`config.mk`:
```
export PLATFORM = sky130hd
export DESIGN_NAME = ds_tx_serializer
export DESIGN_NICKNAME = d
export VERILOG_FILES = /design/src/rtl/ds_tx_pkg.sv /design/src/rtl/ds_tx_rate_gen.sv /design/src/rtl/ds_tx_shifter.sv /design/src/rtl/ds_tx_encoder.sv /design/src/rtl/ds_tx_serializer.sv
export SDC_FILE = /design/constraint.sdc
export NUM_CORES = 1
export LEC_CHECK = 0
export BUFFER_PORTS_ARGS = -buffer_cell sky130_fd_sc_hd__clkbuf_2
export CAP_MARGIN = 20
export CORE_MARGIN = 3
export CORE_UTILIZATION = 52
export DETAILED_ROUTE_END_ITERATION = 10
export HOLD_SLACK_MARGIN = 0.1
export PLACE_DENSITY = 0.77
export SLEW_MARGIN = 20
export SYNTH_ARGS = -nofsm -noshare
export SYNTH_HDL_FRONTEND = slang
export SYNTH_SLANG_ARGS = --single-unit
```
`constraint.sdc`:
```
create_clock -name clk_i -period 2.1 [get_ports clk_i]
set_input_delay 0.105 -clock clk_i [delete_from_list [all_inputs] [get_ports clk_i]]
set_output_delay 0.105 -clock clk_i [all_outputs]
set_load 0.005 [all_outputs]
```
`src/rtl/ds_tx_pkg.sv`:
```
package ds_tx_pkg;
  localparam logic [1:0] SPD_BASE = 2'd0;
  localparam logic [1:0] SPD_DBL  = 2'd1;
  localparam logic [1:0] SPD_QUAD = 2'd2;

  // log2 of fast-clock cycles per bit
  function automatic logic [1:0] stride_log2(input logic [1:0] spd);
    case (spd)
      SPD_QUAD: return 2'd0;
      SPD_DBL:  return 2'd1;
      default:  return 2'd2;
    endcase
  endfunction
endpackage

```
`src/rtl/ds_tx_rate_gen.sv`:
```
module ds_tx_rate_gen #(
  parameter int SLOT = 8,
  parameter int SH_W = 2
) (
  input  logic            clk_i,
  input  logic            rst_ni,
  input  logic            restart_i,
  input  logic [SH_W-1:0] stride_log2_i,
  output logic            bit_en_o
);
  localparam int PH_W = $clog2(SLOT);

  logic [PH_W-1:0] ph_q;
  logic [PH_W-1:0] mask;

  always_ff @(posedge clk_i or negedge rst_ni) begin
    if (!rst_ni)        ph_q <= '0;
    else if (restart_i) ph_q <= '0;
    else                ph_q <= ph_q + 1'b1;
  end

  assign mask     = PH_W'((1 << stride_log2_i) - 1);
  assign bit_en_o = (ph_q & mask) == '0;
endmodule

```
`src/rtl/ds_tx_shifter.sv`:
```
module ds_tx_shifter #(
  parameter int DATA_W = 8,
  parameter int CNT_W  = $clog2(DATA_W + 1)
) (
  input  logic              clk_i,
  input  logic              rst_ni,
  input  logic              load_i,
  input  logic [DATA_W-1:0] data_i,
  input  logic [CNT_W-1:0]  nbits_i,
  input  logic              bit_en_i,
  input  logic              abort_i,
  output logic              bit_o,
  output logic              emit_o,
  output logic [CNT_W-1:0]  cnt_o
);
  logic [DATA_W-1:0] sh_q;
  logic [CNT_W-1:0]  cnt_q;

  assign emit_o = (cnt_q != '0) && bit_en_i && !abort_i;
  assign bit_o  = sh_q[0];
  assign cnt_o  = cnt_q;

  always_ff @(posedge clk_i or negedge rst_ni) begin
    if (!rst_ni)     sh_q <= '0;
    else if (load_i) sh_q <= data_i;
    else if (emit_o) sh_q <= sh_q >> 1;
  end

  // load wins over a final bit leaving on the same edge
  always_ff @(posedge clk_i or negedge rst_ni) begin
    if (!rst_ni)      cnt_q <= '0;
    else if (load_i)  cnt_q <= nbits_i;
    else if (abort_i) cnt_q <= '0;
    else if (emit_o)  cnt_q <= cnt_q - 1'b1;
  end
endmodule

```
`src/rtl/ds_tx_encoder.sv`:
```
module ds_tx_encoder (
  input  logic clk_i,
  input  logic rst_ni,
  input  logic emit_i,
  input  logic bit_i,
  output logic data_o,
  output logic strobe_o
);
  logic data_q, strobe_q;

  always_ff @(posedge clk_i or negedge rst_ni) begin
    if (!rst_ni) begin
      data_q   <= 1'b0;
      strobe_q <= 1'b0;
    end else if (emit_i) begin
      data_q   <= bit_i;
      strobe_q <= strobe_q ^ (bit_i == data_q);
    end
  end

  assign data_o   = data_q;
  assign strobe_o = strobe_q;
endmodule

```
`src/rtl/ds_tx_serializer.sv`:
```
module ds_tx_serializer
  import ds_tx_pkg::*;
#(
  parameter int DATA_W = 8
) (
  input  logic              clk_i,
  input  logic              rst_ni,
  input  logic              sys_tick_i,
  input  logic              tx_valid_i,
  input  logic [1:0]        speed_i,
  input  logic [DATA_W-1:0] data_i,
  input  logic              rx_active_i,
  output logic              data_o,
  output logic              strobe_o,
  output logic              tx_en_o
);
  localparam int SLOT  = DATA_W;
  localparam int CNT_W = $clog2(DATA_W + 1);
  localparam int SH_W  = 2;

  logic             load;
  logic [SH_W-1:0]  sh_in, sh_q;
  logic [CNT_W-1:0] nbits;
  logic [CNT_W-1:0] cnt_w;
  logic             bit_en, emit, ser_bit;
  logic             busy_q;

  assign load  = sys_tick_i && tx_valid_i && !rx_active_i;
  assign sh_in = stride_log2(speed_i);
  assign nbits = CNT_W'(DATA_W >> sh_in);

  always_ff @(posedge clk_i or negedge rst_ni) begin
    if (!rst_ni)     sh_q <= '0;
    else if (load)   sh_q <= sh_in;
  end

  always_ff @(posedge clk_i or negedge rst_ni) begin
    if (!rst_ni)          busy_q <= 1'b0;
    else if (rx_active_i) busy_q <= 1'b0;
    else if (sys_tick_i)  busy_q <= tx_valid_i;
  end

  assign tx_en_o = busy_q && !rx_active_i;

  ds_tx_rate_gen #(.SLOT(SLOT), .SH_W(SH_W)) u_rate (
    .clk_i        (clk_i),
    .rst_ni       (rst_ni),
    .restart_i    (load),
    .stride_log2_i(sh_q),
    .bit_en_o     (bit_en)
  );

  ds_tx_shifter #(.DATA_W(DATA_W), .CNT_W(CNT_W)) u_shift (
    .clk_i   (clk_i),
    .rst_ni  (rst_ni),
    .load_i  (load),
    .data_i  (data_i),
    .nbits_i (nbits),
    .bit_en_i(bit_en),
    .abort_i (rx_active_i),
    .bit_o   (ser_bit),
    .emit_o  (emit),
    .cnt_o   (cnt_w)
  );

  ds_tx_encoder u_enc (
    .clk_i   (clk_i),
    .rst_ni  (rst_ni),
    .emit_i  (emit),
    .bit_i   (ser_bit),
    .data_o  (data_o),
    .strobe_o(strobe_o)
  );
endmodule

```
==> results of run 1 <==
cell families (layout without fill, tap and decap cells):
logic type	Yosys count	count (layout)	share of synthesized area, %
buffers and inverters	16	40	6.574
DFF	20	20	46.14
and+or+nand+nor	36	36	14.53
muxes	3	3	2.884
adders and majority gates	5	5	5.767
AOI/OAI and AO/OA	29	29	20.88
xor gates and xnor gates	4	4	3.230
state kept, by name (all words and copies together), names as in the netlist:
signal,cells
busy_q,1
sh_q,2
u_enc.data_o,1
u_enc.strobe_o,1
u_rate.ph_q,3
u_shift.cnt_o,4
u_shift.sh_q,8
how the worst max path moves through the flow:
stage | endpoint | from
floorplan | u_shift.cnt_o[1] | u_shift.cnt_o[0]
global placement | u_shift.sh_q[5] | u_shift.cnt_o[0]
detailed placement | u_shift.sh_q[6] | u_shift.cnt_o[0]
CTS | u_shift.sh_q[5] | u_shift.cnt_o[0]
global route | u_shift.cnt_o[2] | u_shift.cnt_o[0]
finish | u_shift.cnt_o[2] | u_shift.cnt_o[0]
power by group through the flow:
stage | logic (mW) | clock network, mW | registers, mW
global route | 0.614 | 0.244 | 0.644
detailed placement | 0.526 | 0 | 0.630
global placement | 0.506 | 0 | 0.623
finish | 0.549 | 0.231 | 0.627
CTS | 0.542 | 0.235 | 0.625
floorplan | 0.437 | 0 | 0.607
repair_timing:
action / CTS / global route
setup endpoints to repair: 0 / 0
hold buffers: 10 / 0
endpoints found under the hold margin: 29 / 0
stage by stage:
stage                     instance area (µm²)  hold slack, ns
after floorplan                          1085         -0.1906
after global placement                   1167         0.08917
after detailed placement                 1167         0.09111
after CTS                                1304          0.1876
after global routing                     1304          0.2359
final                                    1304          0.1959
layout make-up:
type / count / area share, %
inverter: 8 / 2.303
timing repair buffer: 28 / 14.78
sequential: 20 / 38.39
tap: 25 / 2.399
clock buffer: 4 / 2.783
multi-input combinational: 77 / 39.35
cell usage after synthesis (all sizes together) (2+ instances only):
cell type   n
a211oi      2
a21oi       4
o211ai     15
clkbuf      4
mux2i       2
nor2        8
o21ai       5
inv         8
ha          5
xor2        2
xnor2       2
or2         3
dfrtp      20
nor3        2
nand2      19
buf         4
worst register-to-register path, stage by stage, from the launching register on:
cell	delay [ns]
dfrtp_1	0.37
inv_1	0.08
ha_1	0.23
or3b_1	0.18
o211ai_2	0.26
and3_1	0.32
a2111oi_2	0.35
layer usage:
| metal | vias up | wire length [µm] | share of wire [%] | GRT usage (%) |
|---|---|---|---|---|
| li1 | 432 | - | - | - |
| met1 | 415 | 986 | 42 | 25.51 |
| met2 | 30 | 1189 | 51 | 37.08 |
| met3 | 4 | 118 | 5.0 | 2.865 |
| met4 | 0 | 47 | 2.0 | 10.04 |
| met5 | - | 0 | 0 | 0 |
==> results_dict.tcl, run 1 <==
set metrics [dict create \
    post-cts-setup-buffer-count 0 \
    drv_cap 0 \
    place_congestion 0.7974 \
    grt_first_pass_wirelength_um 4071 \
    arrival_ns 2.10 \
    cts_tree "built" \
    netlist_instances 113 \
    leakagePower_nw 0.6101 \
    worst-path-stages 6 \
    r2r_setup_slack_ns 0.20 \
    ys_async_sr_fraction_pct 100.0 \
    final_nets 158 \
    required_ns 2.31 \
    min_to "sh_q[1]" \
    die_y_um 51.68 \
    finalSetupTns_ns 0 \
    grt_pass1_vias 932 \
    hold_start "speed_i[1]" \
    mostFrequentLayoutCell "dfrtp_1" \
    drtIter0Drc 13 \
    num_vias 881 \
    ir_drop_uv 725.9 \
    path_max_fanout 15 \
    finalHoldViolCount 0 \
    post_cts_resized 0 \
    antenna_found_initial 0 \
    fp-row-count 15 \
    dp_slack_ns 0.2774 \
    fin_crit_ns 1.897 \
    grt_start_max_net_pins 21 \
    synth_largest_area_cell "dfrtp_1" \
    drive_gt1_share_pct 21.90 \
    p_sw_share_pct 36.75 \
    fmax_mhz 527.1 \
    final-seq-area_um2 500.5 \
    switching_power_mw 0.5174 \
    start_util_pct 58.98 \
    critPathLaunchType "flop" \
    drt-wirelength-per-cell_um 14.46 \
    fin_cells 162 \
    cts_made_buffers 3 \
    fin_crit_sh_pct 90.34 \
    power_density_nw_per_um2 1080 \
    worst_slew_pin_slew_ns 0.5940 \
    wl_um 2342 \
    placedCellCount 148 \
    setup.worst_path.end_class "flop" \
    min_path_type "in -> reg" \
    synth_nets 133 \
    fillCellCount 154 \
    clk_path_buf_depth 2 \
    synth-seq-cells 20 \
    root_buffer "clkbuf_4" \
    fin_util_pct 70.88 \
    path_class "reg -> reg" \
    dr.pass1.iters 4 \
    io_pins 18 \
    relSlewSlack_pct 60.28 \
    hold_depth 4 \
    comb_power_share_pct 39.0 \
    dieArea_um2 2670 \
    route.detailed.drc 0 \
    outcome "complete, no violations" \
    clkTransAtPathRegs_ns 0.12 \
    slowest_stage "dfrtp_1" \
    ys_seq_area_share_pct 46.14 \
    layout_common_cells "20 x dfrtp_1, 19 x nand2_1, 17 x clkbuf_2, 14 x o211ai_1, 10 x dlygate4sd3_1" \
    fin_worst_skew_ns 0.003496 \
    fin_ws_ns 0.2028 \
    netlist_area_um2 1085 \
    setup_viol 0 \
    synth_flop_cell "dfrtp_1" \
    rsz0062_at_grt "no" \
    grt-ovfl-total 0 \
    core_um2 1839 \
    timing.rr.start "u_shift.cnt_o[0]" \
    critPathTopFamily "compound AO/OA/AOI/OAI gates" \
    yosysTopAreaCellShare_pct 46.14 \
    crit_buf_inv 1 \
    htree_levels 1 \
    avgViaCountPerCell 5.438 \
    clock_latency_ns 0.31 \
    synth_warnings 0 \
    die_x_um 51.68 \
    num_antenna_cells 0 \
    r2r_cells 6 \
    clkPwrFrac_pct 16.4 \
    area_growth_pct 20.18 \
    port_buffers 17 \
    final_max_slew_viol_count 0 \
    p_int_mw 0.8904 \
    synth_area_leaders "dfrtp_1 46%, o211ai_1 9.7%, nand2_1 6.6%" \
    slowest_delay_ns 0.37 \
    track_usage_pct 21.19 \
    dp_hpwl_um 1511 \
    syn_area_per_cell_um2 9.600 \
    finalPower_mw 1.408 \
    synth_enable_flop_cells 0 \
    power_frac_seq_pct 44.6 \
    crit_path_cell_trace "inv_1 -> ha_1 -> or3b_1 -> o211ai_2 -> and3_1 -> a2111oi_2" \
    cts.sinks 20 \
    yosysUniqueCellTypes 28 \
    ant_nets 0 \
    regToRegEndpoint "u_shift.cnt_o[2]" \
    multi_input_area_um2 513.0 \
]
(Power assumes the default switching activity.)
==> run 2, diff against run 1 <==
--- a/config.mk
+++ b/config.mk
@@ -15,4 +15,5 @@
 export SLEW_MARGIN = 20
 export SYNTH_ARGS = -nofsm -noshare
 export SYNTH_HDL_FRONTEND = slang
+export SYNTH_HIERARCHICAL = 1
 export SYNTH_SLANG_ARGS = --single-unit
==> constraint.sdc (replaced) <==
create_clock -name clk_i -period 1.8 [get_ports clk_i]
set_input_delay 0.09 -clock clk_i [delete_from_list [all_inputs] [get_ports clk_i]]
set_output_delay 0.09 -clock clk_i [all_outputs]
set_load 0.005 [all_outputs]
==> run 2 against run 1 <==
  * Worst setup slack worse by 0.039 ns
  * Worst hold slack got worse by 0.052 ns
  * Maximum frequency rose by 16%
  * Register-to-register slack lost 0.04 ns
  * Non-clock buffer count up 3
  * Die area decreased by 1.2%
  * Sequential share of layout area down 1.4 points
  * First-iteration DRC count decreased by 85%
  * Via count decreased by 17%
  * Final area increased by 3.8%
  * Combinational power grew 10%
  * Critical path depth is 1 higher
==> results_dict.tcl, run 2 <==
set metrics [dict create \
    outcome "complete, no violations" \
    p_sw_share_pct 32.71 \
    synth_most_common_cell "dfrtp_1" \
    placedCellCount 137 \
    relSlewSlack_pct 67.61 \
    place_congestion 0.7547 \
    synth_flop_cell "dfrtp_1" \
    regToRegEndpoint "u_shift/cnt_o[1]" \
    fp-row-count 15 \
    slowest_stage "dfrtp_1" \
    dr.pass1.iters 4 \
    min_to "u_shift/cnt_o[3]" \
    num_antenna_cells 0 \
    largest_register_ff_count 8 \
    power_frac_seq_pct 45.7 \
    leakagePower_nw 0.6424 \
    power_density_nw_per_um2 1163 \
    cts_tree "built" \
    clock_latency_ns 0.29 \
    synth-seq-cells 20 \
    path_class "reg -> reg" \
    io_pins 18 \
    setup_viol 0 \
    top_register "u_shift/sh_q" \
    cts.sinks 20 \
    track_usage_pct 17.55 \
    port_buffers 17 \
    hold_depth 4 \
    clkPwrFrac_pct 15.9 \
    drv_cap 0 \
    final_nets 149 \
    synth_largest_area_cell "dfrtp_1" \
    die_x_um 51.36 \
    grt-ovfl-total 0 \
    netlist_instances 96 \
    rsz0062_at_grt "no" \
    post-cts-setup-buffer-count 0 \
    clkTransAtPathRegs_ns 0.11 \
    dp_slack_ns 0.1932 \
    final_max_slew_viol_count 0 \
    die_y_um 51.36 \
    finalHoldViolCount 0 \
    fin_crit_sh_pct 90.87 \
    netlist_area_um2 1070 \
    drt-wirelength-per-cell_um 12.65 \
    synth_warnings 6 \
    fin_worst_skew_ns 0.005188 \
    ys_seq_area_share_pct 46.78 \
    comb_power_share_pct 38.4 \
    syn_area_per_cell_um2 11.14 \
    use_met1_pct 22.12 \
    grt_use_met2_pct 30.90 \
    fin_cells 153 \
    dieArea_um2 2637 \
    slowest_delay_ns 0.41 \
    root_buffer "clkbuf_4" \
    switching_power_mw 0.5151 \
    avgViaCountPerCell 4.765 \
    ir_drop_uv 967.8 \
    crit_path_cell_trace "a211oi_1 -> or2_1 -> nand2b_4 -> a21oi_4 -> buf_12 -> mux2i_1 -> a22o_1" \
    grt_use_met3_pct 5.248 \
    antenna_found_initial 0 \
    htree_levels 1 \
    fmax_mhz 611.4 \
    hold_start "speed_i[1]" \
    grt_start_max_net_pins 21 \
    min_path_type "in -> reg" \
    r2r_setup_slack_ns 0.16 \
    num_vias 729 \
    clk_path_buf_depth 2 \
    area_growth_pct 26.55 \
    core_um2 1839 \
    mostFrequentLayoutCell "dfrtp_1" \
    grt_pass1_vias 760 \
    critPathTopFamily "compound AO/OA/AOI/OAI gates" \
    setup.worst_path.end_class "flop" \
    worst_slew_pin_slew_ns 0.4859 \
    ant_nets 0 \
    drive_gt1_share_pct 24.22 \
    timing.rr.start "u_rate/ph_q[2]" \
    arrival_ns 1.87 \
    yosysUniqueCellTypes 28 \
    grt_first_pass_wirelength_um 3408 \
    path_max_fanout 12 \
    fin_ws_ns 0.1643 \
    required_ns 2.04 \
    drtIter0Drc 2 \
    synth_area_leaders "dfrtp_1 47%, mux2i_1 7.5%, ha_1 5.8%" \
    synth_enable_flop_cells 0 \
    route.detailed.drc 0 \
    critPathLaunchType "flop" \
    dp_hpwl_um 1354 \
    fin_crit_ns 1.636 \
    yosysTopAreaCellShare_pct 46.78 \
    start_util_pct 58.16 \
    p_int_mw 1.060 \
    cts_made_buffers 3 \
    finalSetupTns_ns 0 \
    synth_nets 116 \
    ys_async_sr_fraction_pct 100.0 \
    layout_common_cells "20 x dfrtp_1, 16 x clkbuf_2, 14 x nand2_1, 12 x dlygate4sd3_1, 8 x mux2i_1" \
    r2r_cells 7 \
    synth_top_cells_by_count "20 x dfrtp_1, 14 x nand2_1, 8 x mux2i_1" \
    top_usage_layer "met2" \
    wl_um 1936 \
    crit_buf_inv 1 \
]
[run 2: changes by cell type in the layout (fill, tap and decap cells not counted), sizes merged, moves of 3 or more]
cell and change:
nor2 -4, o31ai +3, o211ai -15, o21ai +3
nand2 -5, nor2b +3, xnor2 +3, mux2i +6
[run 2: kinds of logic after synthesis]
| group | count (synthesis) | synth area share (%) |
|---|---|---|
| adders and majority gates | 5 | 5.848 |
| DFF | 20 | 46.78 |
| buffers and inverters | 9 | 4.679 |
| and+or+nand+nor | 29 | 16.96 |
| AOI/OAI and AO/OA | 17 | 10.29 |
| muxes | 11 | 11.35 |
| xor gates and xnor gates | 5 | 4.093 |
[run 2: worst max path at each step]
stage | from | to | cells after the start
finish | u_rate/ph_q[2] | u_shift/cnt_o[1] | 7
global route | u_rate/ph_q[2] | u_shift/cnt_o[1] | 7
CTS | tx_valid_i | busy_q | 6
detailed placement | u_rate/ph_q[2] | u_enc/data_o | 6
global placement | u_rate/ph_q[2] | u_enc/data_o | 6
floorplan | u_rate/ph_q[2] | u_enc/data_o | 6
[run 2: what timing repair did]
item | 4_1_cts | 5_1_grt
resized for setup | 0 | 2
hold endpoints to repair | 31 | 0
hold buffers | 13 | 0
endpoints found under the setup margin | 0 | 1
[run 2: layer usage]
layer / part of all wire (%) / vias to the layer above / wire length [µm]
met3: 3.6 / 2 / 70
met4: 0.46 / 0 / 9
met1: 44 / 327 / 859
li1: - / 388 / -
met5: 0 / - / 0
met2: 51 / 12 / 997
[run 2: final cells by class]
type / instances / area, µm²
Multi-Input combinational cell: 67 / 523.0
Sequential cell: 20 / 500.5
Fill cell: 128 / 485.5
Timing Repair Buffer: 31 / 240.2
Clock buffer: 4 / 36.28
Tap cell: 25 / 31.28
Inverter: 6 / 22.52
[run 2: through the flow]
| step | utilization (%) | hold slack (ns) | power [mW] | instance area [µm²] |
|---|---|---|---|---|
| finish | 73.61 | 0.1436 | 1.575 | 1354 |
| global placement | 64.49 | 0.07199 | 1.281 | 1186 |
| detailed placement | 64.49 | 0.07303 | 1.316 | 1186 |
| global route | 73.61 | 0.1913 | 1.700 | 1354 |
| CTS | 73.54 | 0.1355 | 1.596 | 1353 |
| floorplan | - | -0.2056 | 1.166 | 1070 |
[run 2: worst register-to-register path, stage by stage, from the launching register on]
cell	delay (ns)
dfrtp_1	0.41
a211oi_1	0.21
or2_1	0.19
nand2b_4	0.09
a21oi_4	0.13
buf_12	0.16
mux2i_1	0.24
a22o_1	0.16
[run 2: power by group through the flow]
stage                     logic [mW]  clock network [mW]  registers [mW]
after floorplan                0.460                   0           0.707
after global placement         0.561                   0           0.720
after detailed placement       0.584                   0           0.732
after CTS                      0.610               0.265           0.722
after global routing           0.674               0.285           0.742
final                          0.605               0.251           0.719
